<file path="src/rtl/dcx_rx_pkg.sv">
// Package: shared constants and the opcode classifier for the receiver.
// Assumes 8-bit opcodes; the supported set is fixed at design time.
package dcx_rx_pkg;

    localparam int BYTE_W = 8;

    // Returns 1 when the opcode belongs to the supported command set.
    function automatic logic opcode_known(input logic [BYTE_W-1:0] op);
        case (op)
            8'h00, 8'h01, 8'h10, 8'h11, 8'h28, 8'h29,
            8'h2A, 8'h2B, 8'h2C, 8'h36, 8'h3A: opcode_known = 1'b1;
            default:                           opcode_known = 1'b0;
        endcase
    endfunction

endpackage

</file>
<file path="src/rtl/dcx_sync.sv">
// Module: per-bit two-flop synchronizer bank.
// Assumes each input is a level that stays stable for several system clocks.
module dcx_sync #(
    parameter int              W       = 4,
    parameter logic [W-1:0]    RST_VAL = '0
) (
    input  logic         clk,
    input  logic         rst_n,
    input  logic [W-1:0] async_i,
    output logic [W-1:0] sync_o
);

    genvar g;
    generate
        for (g = 0; g < W; g++) begin : g_bit
            logic meta_q;
            logic stab_q;
            // Two-stage capture of one asynchronous bit.
            always_ff @(posedge clk) begin
                if (!rst_n) begin
                    meta_q <= RST_VAL[g];
                    stab_q <= RST_VAL[g];
                end else begin
                    meta_q <= async_i[g];
                    stab_q <= meta_q;
                end
            end
            assign sync_o[g] = stab_q;
        end
    endgenerate

endmodule

</file>
<file path="src/rtl/dcx_byte_asm.sv">
// Module: serial byte assembler working on synchronized serial lines.
// Samples data on a serial clock rise and commits it on the following fall,
// MSB first. Chip select high clears the partial byte. Assumes the system
// clock runs at least 4x the serial clock.
module dcx_byte_asm
    import dcx_rx_pkg::*;
(
    input  logic              clk,
    input  logic              rst_n,
    input  logic              sclk_s,
    input  logic              cs_n_s,
    input  logic              dat_s,
    input  logic              dc_s,
    output logic              byte_valid,
    output logic [BYTE_W-1:0] byte_data,
    output logic              byte_is_param
);

    localparam int CNT_W = $clog2(BYTE_W);

    logic              sclk_q;
    logic              bit_hold;
    logic              bit_pend;
    logic [BYTE_W-1:0] shreg;
    logic [CNT_W-1:0]  bit_cnt;
    logic              rise;
    logic              fall;

    // Serial clock edge detection in the system domain.
    assign rise = sclk_s & ~sclk_q;
    assign fall = ~sclk_s & sclk_q;

    // Bit sampling, commit, byte completion and deselect clearing.
    always_ff @(posedge clk) begin
        if (!rst_n) begin
            sclk_q        <= 1'b0;
            bit_hold      <= 1'b0;
            bit_pend      <= 1'b0;
            shreg         <= '0;
            bit_cnt       <= '0;
            byte_valid    <= 1'b0;
            byte_data     <= '0;
            byte_is_param <= 1'b0;
        end else begin
            sclk_q     <= sclk_s;
            byte_valid <= 1'b0;
            if (cs_n_s) begin
                bit_cnt  <= '0;
                bit_pend <= 1'b0;
            end else if (rise) begin
                bit_hold <= dat_s;
                bit_pend <= 1'b1;
            end else if (fall && bit_pend) begin
                bit_pend <= 1'b0;
                shreg    <= {shreg[BYTE_W-2:0], bit_hold};
                if (bit_cnt == CNT_W'(BYTE_W - 1)) begin
                    byte_valid    <= 1'b1;
                    byte_data     <= {shreg[BYTE_W-2:0], bit_hold};
                    byte_is_param <= dc_s;
                    bit_cnt       <= '0;
                end else begin
                    bit_cnt <= bit_cnt + 1'b1;
                end
            end
        end
    end


    deselect_clear_chk: assert property (@(posedge clk) disable iff (!rst_n)
        cs_n_s |=> (bit_cnt == '0 && !bit_pend && !byte_valid));


    strobe_single_chk: assert property (@(posedge clk) disable iff (!rst_n)
        byte_valid |=> !byte_valid);

endmodule

</file>
<file path="src/rtl/dcx_txn_track.sv">
// Module: groups bytes into command transactions and reports closed ones.
// Assumes bytes arrive as single-cycle strobes. Parameters before the
// first command are ignored. Counts saturate at DEPTH.
module dcx_txn_track
    import dcx_rx_pkg::*;
#(
    parameter int DEPTH = 128,
    localparam int IDX_W = $clog2(DEPTH),
    localparam int CNT_W = $clog2(DEPTH + 1)
) (
    input  logic              clk,
    input  logic              rst_n,
    input  logic              byte_valid,
    input  logic [BYTE_W-1:0] byte_data,
    input  logic              byte_is_param,
    output logic              wr_en,
    output logic [IDX_W-1:0]  wr_idx,
    output logic [BYTE_W-1:0] wr_data,
    output logic              swap,
    output logic              txn_done,
    output logic [BYTE_W-1:0] txn_cmd,
    output logic [CNT_W-1:0]  txn_count,
    output logic              txn_known,
    output logic              txn_trunc
);

    logic              open_q;
    logic [BYTE_W-1:0] cur_cmd;
    logic [CNT_W-1:0]  cur_cnt;
    logic              cur_trunc;
    logic              room;

    // Store-path decode for an arriving parameter and bank swap on command.
    assign room    = (cur_cnt < CNT_W'(DEPTH));
    assign wr_en   = byte_valid && byte_is_param && open_q && room;
    assign wr_idx  = cur_cnt[IDX_W-1:0];
    assign wr_data = byte_data;
    assign swap    = byte_valid && !byte_is_param;

    // Transaction state and completion record.
    always_ff @(posedge clk) begin
        if (!rst_n) begin
            open_q    <= 1'b0;
            cur_cmd   <= '0;
            cur_cnt   <= '0;
            cur_trunc <= 1'b0;
            txn_done  <= 1'b0;
            txn_cmd   <= '0;
            txn_count <= '0;
            txn_known <= 1'b0;
            txn_trunc <= 1'b0;
        end else begin
            txn_done <= 1'b0;
            if (swap) begin
                if (open_q) begin
                    txn_done  <= 1'b1;
                    txn_cmd   <= cur_cmd;
                    txn_count <= cur_cnt;
                    txn_known <= opcode_known(cur_cmd);
                    txn_trunc <= cur_trunc;
                end
                open_q    <= 1'b1;
                cur_cmd   <= byte_data;
                cur_cnt   <= '0;
                cur_trunc <= 1'b0;
            end else if (byte_valid && open_q) begin
                if (room) cur_cnt   <= cur_cnt + 1'b1;
                else      cur_trunc <= 1'b1;
            end
        end
    end


    done_after_cmd_chk: assert property (@(posedge clk) disable iff (!rst_n)
        txn_done |-> $past(byte_valid && !byte_is_param));


    count_bound_chk: assert property (@(posedge clk) disable iff (!rst_n)
        txn_done |-> (txn_count <= CNT_W'(DEPTH)));


    trunc_full_chk: assert property (@(posedge clk) disable iff (!rst_n)
        (txn_done && txn_trunc) |-> (txn_count == CNT_W'(DEPTH)));


    no_open_no_write_chk: assert property (@(posedge clk) disable iff (!rst_n)
        (!open_q && byte_valid && byte_is_param) |=> (cur_cnt == '0));

endmodule

</file>
<file path="src/rtl/dcx_param_buf.sv">
// Module: two-bank parameter store. One bank fills while the other holds the
// last closed transaction for read-back; the banks trade roles on swap.
// Assumes wr_idx < DEPTH whenever wr_en is high.
module dcx_param_buf
    import dcx_rx_pkg::*;
#(
    parameter int DEPTH = 128,
    localparam int IDX_W = $clog2(DEPTH)
) (
    input  logic              clk,
    input  logic              rst_n,
    input  logic              wr_en,
    input  logic [IDX_W-1:0]  wr_idx,
    input  logic [BYTE_W-1:0] wr_data,
    input  logic              swap,
    input  logic [IDX_W-1:0]  rd_idx,
    output logic [BYTE_W-1:0] rd_data
);

    logic [BYTE_W-1:0] mem [2][DEPTH];
    logic              wr_bank;

    // Bank selection: flips on every command byte.
    always_ff @(posedge clk) begin
        if (!rst_n) wr_bank <= 1'b0;
        else if (swap) wr_bank <= ~wr_bank;
    end

    // Parameter write into the filling bank.
    always_ff @(posedge clk) begin
        if (wr_en) mem[wr_bank][wr_idx] <= wr_data;
    end

    assign rd_data = mem[~wr_bank][rd_idx];


    readback_hold_chk: assert property (@(posedge clk) disable iff (!rst_n)
        !swap |=> ($stable(rd_idx) -> $stable(rd_data)));

endmodule

</file>
<file path="src/rtl/dcx_serial_rx.sv">
// Module: top of the display command/parameter serial receiver.
// Synchronizes the serial lines, assembles bytes, groups them into command
// transactions and keeps the closed transaction's parameters readable.
// Assumes clk runs at least 4x the serial clock.
module dcx_serial_rx
    import dcx_rx_pkg::*;
#(
    parameter int PARAM_DEPTH = 128,
    localparam int IDX_W = $clog2(PARAM_DEPTH),
    localparam int CNT_W = $clog2(PARAM_DEPTH + 1)
) (
    input  logic              clk,
    input  logic              rst_n,
    input  logic              ser_cs_n,
    input  logic              ser_clk,
    input  logic              ser_dat,
    input  logic              ser_dc,
    input  logic [IDX_W-1:0]  rd_idx,
    output logic              byte_valid,
    output logic [BYTE_W-1:0] byte_data,
    output logic              byte_is_param,
    output logic              txn_done,
    output logic [BYTE_W-1:0] txn_cmd,
    output logic [CNT_W-1:0]  txn_count,
    output logic              txn_known,
    output logic              txn_trunc,
    output logic [BYTE_W-1:0] rd_data
);

    logic [3:0]        sync_q;
    logic              wr_en;
    logic [IDX_W-1:0]  wr_idx;
    logic [BYTE_W-1:0] wr_data;
    logic              swap;

    // Bit order: {dc, data, cs_n, sclk}; cs_n idles high.
    dcx_sync #(.W(4), .RST_VAL(4'b0010)) sync_i (
        .clk     (clk),
        .rst_n   (rst_n),
        .async_i ({ser_dc, ser_dat, ser_cs_n, ser_clk}),
        .sync_o  (sync_q)
    );

    dcx_byte_asm asm_i (
        .clk           (clk),
        .rst_n         (rst_n),
        .sclk_s        (sync_q[0]),
        .cs_n_s        (sync_q[1]),
        .dat_s         (sync_q[2]),
        .dc_s          (sync_q[3]),
        .byte_valid    (byte_valid),
        .byte_data     (byte_data),
        .byte_is_param (byte_is_param)
    );

    dcx_txn_track #(.DEPTH(PARAM_DEPTH)) trk_i (
        .clk           (clk),
        .rst_n         (rst_n),
        .byte_valid    (byte_valid),
        .byte_data     (byte_data),
        .byte_is_param (byte_is_param),
        .wr_en         (wr_en),
        .wr_idx        (wr_idx),
        .wr_data       (wr_data),
        .swap          (swap),
        .txn_done      (txn_done),
        .txn_cmd       (txn_cmd),
        .txn_count     (txn_count),
        .txn_known     (txn_known),
        .txn_trunc     (txn_trunc)
    );

    dcx_param_buf #(.DEPTH(PARAM_DEPTH)) buf_i (
        .clk     (clk),
        .rst_n   (rst_n),
        .wr_en   (wr_en),
        .wr_idx  (wr_idx),
        .wr_data (wr_data),
        .swap    (swap),
        .rd_idx  (rd_idx),
        .rd_data (rd_data)
    );


    reset_quiet_chk: assert property (@(posedge clk)
        !rst_n |=> (!byte_valid && !txn_done && txn_count == '0 && !txn_trunc));

endmodule

</file>
<file path="config.mk">
export PLATFORM = sky130hd
export DESIGN_NAME = dcx_serial_rx
export DESIGN_NICKNAME = d
export VERILOG_FILES = /design/src/rtl/dcx_rx_pkg.sv /design/src/rtl/dcx_sync.sv /design/src/rtl/dcx_byte_asm.sv /design/src/rtl/dcx_txn_track.sv /design/src/rtl/dcx_param_buf.sv /design/src/rtl/dcx_serial_rx.sv
export SDC_FILE = /design/constraint.sdc
export NUM_CORES = 2
export LEC_CHECK = 0
export ABC_AREA = 1
export ABC_CLOCK_PERIOD_IN_PS = 5200
export BUFFER_PORTS_ARGS = -buffer_cell sky130_fd_sc_hd__buf_2
export CORE_UTILIZATION = 32
export CTS_BUF_LIST = sky130_fd_sc_hd__clkbuf_4 sky130_fd_sc_hd__clkbuf_8
export DETAILED_ROUTE_END_ITERATION = 10
export PLACE_DENSITY = 0.58
export SYNTH_ARGS = -nofsm -noshare
export SYNTH_HDL_FRONTEND = slang
export SYNTH_SLANG_ARGS = --single-unit
</file>
<file path="constraint.sdc">
create_clock -name clk -period 5.2 [get_ports clk]
set_input_delay 0.26 -clock clk [delete_from_list [all_inputs] [get_ports clk]]
set_output_delay 0.26 -clock clk [all_outputs]
set_load 0.005 [all_outputs]
</file>
### Yosys cells after proc, flatten, opt, wreduce, memory -nomap -nowiden

Memories as Yosys holds them, arrays and structs flattened.
Cells that the tools add are included.
Widths: inputs -> output; s select.

| word-level totals | value |
|---|---|
| flip-flop bits (word level) | 69 |
| input bits | 13 |
| word-level logic and storage cells | 91 |
| RAM bits | 2048 |
| memories kept | 1 |

Memories:

| name | depth | bits a word | rd ports | clocked after memory_dff | wr ports | line | source |
|---|---|---|---|---|---|---|---|
| buf_i.mem | 2 | 1024 | 1 | 0 | 1 | dcx_param_buf.sv:20 | `logic [BYTE_W-1:0] mem [2][DEPTH];` |

| cells by class | value |
|---|---|
| eq/ne operators | 11 |
| bitwise logic cells | 12 |
| mux-type cells | 13 |
| magnitude comparators | 4 |
| add/sub/neg operators | 2 |
| reductions and logical operators | 22 |

Operators with widths:

| kind | number |
|---|---|
| $mux 1024 | 1 |
| $bmux 8 s7 | 1 |
| $demux 8 s7 | 1 |
| $eq 8x6->1 const B | 7 |
| $mux 8 | 3 |
| $eq 8x5->1 const B | 2 |
| $ge 8x8->1 const B | 2 |
| $not 7->8 | 2 |
| $reduce_and 2->1 | 6 |
| $reduce_or 11->1 | 1 |
| $add 8x1->8 const B | 1 |
| $eq 8x1->1 const B | 1 |
| $logic_not 8->1 | 1 |
| $lt 8x1->1 const B | 1 |
| $lt 8x8->1 const B | 1 |
| $not 1->1 | 8 |
| $logic_and 1x1->1 | 7 |
| $mux 1 | 6 |
| $reduce_and 4->1 | 1 |
| $reduce_or 2->1 | 2 |
| $reduce_or 4->1 | 1 |
| $add 3x1->3 const B | 1 |
| $eq 3x3->1 const B | 1 |
| $mux 3 | 1 |
| 4 further kinds | 5 |

### Longest topological paths before layout

| depth | value |
|---|---|
| depth in word-level cells | 6 |
| mapped depth | 14 |
| depth with buffers taken out | 12 |

### Hierarchy

A second synthesis with hierarchy kept.

| second synthesis, totals | value |
|---|---|
| cell total of the unflattened synthesis | 7399 |
| area total of the unflattened synthesis | 86262.7 um2 |

Modules (own cells, without submodules):

| module | area each (um2) | seq. area each (um2) | instances | cells an instance |
|---|---|---|---|---|
| dcx_param_buf | 83358.7 | 61519.0 | 1 | 7031 |
| dcx_txn_track | 1651.6 | 740.7 | 1 | 210 |
| dcx_byte_asm | 997.2 | 460.4 | 1 | 129 |
| dcx_sync | 255.2 | 160.2 | 1 | 29 |

### Least setup slack after synthesis

No wires, ideal clock.

| path | value |
|---|---|
| path kind | register to register |
| start | reg asm_i.byte_data[0] |
| end | mem buf_i.mem[0][0] (netlist bit), data pin |
| setup slack | 888 ps |
| arrival | 3446 ps |
| required time | 4334 ps |
| cell stages (with the launch flop) | 1 |
| path through | dfxtp_1 |

RTL lines:

| item | line | source |
|---|---|---|
| from (decl) | dcx_byte_asm.sv:15 | `output logic [BYTE_W-1:0] byte_data,` |
| from (signal assigned) | dcx_byte_asm.sv:58 | `byte_data <= {shreg[BYTE_W-2:0], bit_hold};` |
| to (decl) | dcx_param_buf.sv:20 |  |

Straight into the memory's write port.

### Worst setup path in the final report

| path | value |
|---|---|
| start | reg buf_i.wr_bank |
| end | out rd_data[2] |

| between the ends | value |
|---|---|
| longest elaborated chain between the ends | 5 |

Ends and longest elaborated chain:

| item | line | source |
|---|---|---|
| from (decl) | dcx_param_buf.sv:21 | `logic wr_bank;` |
| from (signal assigned) | dcx_param_buf.sv:26 | `else if (swap) wr_bank <= ~wr_bank;` |
| $not 1->1 | dcx_param_buf.sv:34 | `assign rd_data = mem[~wr_bank][rd_idx];` |
| $mem_v2 2x1024 | -- |  |
| $bmux 8 s7 | dcx_param_buf.sv:34 |  |
| $mux 8 (implied by the code) (2 in series) | dcx_param_buf.sv:34 |  |
| to (decl) | dcx_serial_rx.sv:27 | `output logic [BYTE_W-1:0] rd_data` |

Every way passes these cells. The select of a mux whose other input is x is not followed.

==> results by group <==
Outcome
  • Status: finished, final reports clean

Critical path
  • Cell mode on critical path: nand3_1
  • Required time worst endpoint: 4.94 ns
  • CP Buf/Inv Count: 2
  • Startpoint class of the critical path: register
  • FF-to-FF End: buf_i.mem[0][1015]$_DFFE_PP_
  • Reg2reg start: asm_i.byte_is_param$_SDFFE_PN0P_
  • CP delay by family, top: simple AND/OR/NAND/NOR gates
  • Crit path max-delay cell type: dfxtp_4
  • R2R Setup Slk: 1.55 ns
  • Critical path peak fanout: 210
  • Slowest stage delay, CP: 0.66 ns
  • CP cell instances: buf_12 -> nand2_1 -> nand3_1 -> nand3_1 -> nand3_1 -> nand3_1 -> nand3_1 -> nand3_1 -> nand2_1 -> nand2_1 -> nand2_1 -> buf_2
  • WS Path Type: reg -> out
  • Reg2Reg Depth: 7
  • Endpoint class of the critical path: output pin
  • Worst EP arrival: 4.84 ns

Finish
  • Final Non-Filler Cells: 11.2k
  • Fillers: 25.9k
  • Seq. cell area: 62900 um^2
  • Final core occ: 36.2%
  • Area of the multi-input gates: 20400 um^2
  • Post-route cell area: 96100 um^2
  • Nets: 7418
  • Ratio of cells with drive above 1 in the final layout: 8.92%
  • Layout area overhead: 12.1%

Drt
  • Antenna viol nets, final: 0
  • First DRT Iteration DRCs: 5666
  • 1st-pass router iterations: 6
  • WL/cell: 21.4 um
  • Via-per-instance ratio: 5.09
  • DR vias: 56.8k
  • WL final: 239000 um
  • Drt drc: 0

Timing
  • Setup slack after layout: 0.0963 ns
  • RSZ-0062 raised after global routing: no
  • Max Clk Rate: 196 MHz
  • Final setup fails: 0
  • Slew Limit Fails: 0
  • Final hold viol count: 0
  • Period utilization: 98.1%
  • Worst Max-Slew Pin Slew: 1.34 ns
  • Setup_tns: 0 ns
  • Clock Skew: 0.0819 ns
  • Fin crit period: 5.10 ns
  • Relative slew slack: 10.3%

CTS
  • TritonCTS buffer count: 348
  • Post-CTS Setup Inserts: 0
  • CTS H-tree depth: 5
  • CTS tree: yes
  • Root buffer selected by CTS: clkbuf_8
  • Clock Tree Buf Depth: 4
  • Clock insertion delay at the later pin of the skew report: 1.07 ns
  • Worst-path clk slew: 0.06 ns
  • CTS Sinks: 2117

Place
  • Placed cell area: 89700 um^2
  • Placed insts: 10.6k
  • Dpl ws: 1.15 ns
  • Buffers added on ports: 49
  • Final Wtd Congestion: 0.818
  • HPWL Detailed: 133000 um

Global route
  • Pin count of the biggest net entering global routing: 211
  • First-pass GRT wire length: 358000 um
  • Number of global-route vias before repair: 55.0k
  • GRT Overall Usage: 17.4%
  • Grt ovf: 0
  • Initial antenna violation count: 5

Synth
  • Post-Synthesis Cells: 7378
  • Mapped cell area: 85800 um^2
  • Syn Area/Cell: 11.6 um^2
  • Netlist cell types: 25
  • Main synth FF type: edfxtp_1
  • Seq/Total Area, Yosys: 73.3%
  • Post-synth net total: 7394
  • YS warnings: 0
  • Post-synth EDFFs: 2048
  • Seq cells post-synth: 2117
  • Asr flop ratio synth: 0%

Floorplan
  • Io pins: 50
  • Core Region: 266000 um^2
  • Die Width: 520 um
  • Die area: 270000 um^2
  • Initial Util: 32.3%
  • Die height: 520 um
  • # rows: 189

Power and ir drop
  • Leak pwr: 0.0326 uW
  • Peak VDD IR: 0.275 mV
  • PwrDens: 344 nW/um^2

Hold path
  • Worst Hold Path EP: sync_i.g_bit[2].stab_q$_SDFF_PN0_
  • Min-Delay Startpoint: rst_n
  • Hold path depth: 4
  • Path category of the worst min-delay check: in -> reg

Flow run
  • Max_cap viols: 0
==> cell usage after synthesis, types with 3 or more instances <==
master	n	area [um^2]
nor2_1	281	1050
edfxtp_1	2048	61500
nor2_2	3	18.8
inv_1	60	225
nor3_1	38	190
buf_4	3	22.5
nand3_1	2030	10200
nand2_1	2244	8420
o21ai_0	27	135
a21oi_1	58	290
ha_1	3	37.5
clkbuf_1	164	616
buf_2	265	1330
buf_1	65	244
inv_2	6	22.5
dfxtp_1	69	1380
==> worst register-to-register path: stages (launching register included) <==
cell	delay, ns
dfxtp_1	0.80
inv_2	0.21
nor2_1	0.23
nand2_1	0.21
clkinv_1	0.37
buf_4	0.48
nand2_1	0.28
nor2_1	0.64
==> per-layer routing <==
metal  vias to the layer above  track usage, %  share of wire, %
li1                      26100               -                 -
met5                         -               0            0.0054
met3                       392            2.93               7.3
met1                     27900            23.8                43
met2                      2350            27.7                47
met4                         2            5.93               3.0
==> placed cells by master, fill, tap and decap left out, types with 9 or more instances in the layout <==
cell	count
a21oi_1	58
buf_12	43
buf_2	46
buf_4	64
clkbuf_4	95
clkbuf_8	354
clkinv_1	73
clkinv_2	31
dfxtp_1	60
dfxtp_4	9
dlygate4sd3_1	13
edfxtp_1	2048
inv_1	55
nand2_1	2244
nand3_1	2030
nor2_1	280
nor3_1	38
o21ai_0	27
==> worst max path at each step <==
| stage | from | to | slack [ns] | cells past startpoint |
|---|---|---|---|---|
| after floorplan | asm_i.byte_data[0]$_SDFFE_PN0P_ | buf_i.mem[0][0]$_DFFE_PP_ | 0.89 | 0 |
| after global placement | buf_i.wr_bank$_SDFFE_PN0P_ | rd_data[3] | 1.16 | 13 |
| after detailed placement | buf_i.wr_bank$_SDFFE_PN0P_ | rd_data[3] | 1.15 | 13 |
| after CTS | buf_i.wr_bank$_SDFFE_PN0P_ | rd_data[3] | 0.02 | 13 |
| after global routing | buf_i.wr_bank$_SDFFE_PN0P_ | rd_data[6] | 0.007 | 13 |
| final | buf_i.wr_bank$_SDFFE_PN0P_ | rd_data[2] | 0.1 | 12 |
==> area by class of cell <==
class | instances | share of cell area [%]
inverters | 68 | 0.297
flip-flops and latches | 2117 | 65.5
clock buffers | 448 | 5.80
repair buffers | 171 | 1.85
well taps | 3533 | 4.60
multi-input cells | 4696 | 21.3
diodes | 3 | 0.00781
clock inverters | 115 | 0.717
==> cells by family after synthesis <==
kind of cell,Yosys count,synth area share (%)
compound gates,89,0.527
fa+ha+maj,3,0.0438
buf+inv,565,2.87
flops,2117,73.3
simple gates,4604,23.2
==> through the flow <==
stage,hold WS [ns],power [uW]
3_3_place_gp,0.395,19700
2_1_floorplan,0.358,19300
4_1_cts,0.205,33300
6_report,0.315,33100
3_5_place_dp,0.401,19700
5_1_grt,0.320,34000
==> what timing repair did <==
action                                  CTS  global route
pin swaps                                 0             0
gates resized for setup                   1             1
hold buffers                             13             0
hold endpoints to repair                 55             0
endpoints found under the setup margin    2             2
==> where the power goes <==
part / internal (uW) / switching [uW] / leakage [uW] / total (uW)
sequential: 18400 / 1.16 / 0.0171 / 18400
clock: 7280 / 6430 / 0.00332 / 13700
combinational: 231 / 700 / 0.0122 / 931
==> registers in the layout, indices dropped and copies added, names as in the netlist, 3 cells and up <==
register	flops
asm_i.shreg	7
buf_i.mem	2048
sync_i.g_bit.stab_q	4
asm_i.byte_data	8
trk_i.txn_cmd	8
trk_i.txn_count	8
sync_i.g_bit.meta_q	4
asm_i.bit_cnt	3
trk_i.cur_cnt	8
trk_i.cur_cmd	8
(Power assumes the default switching activity.)
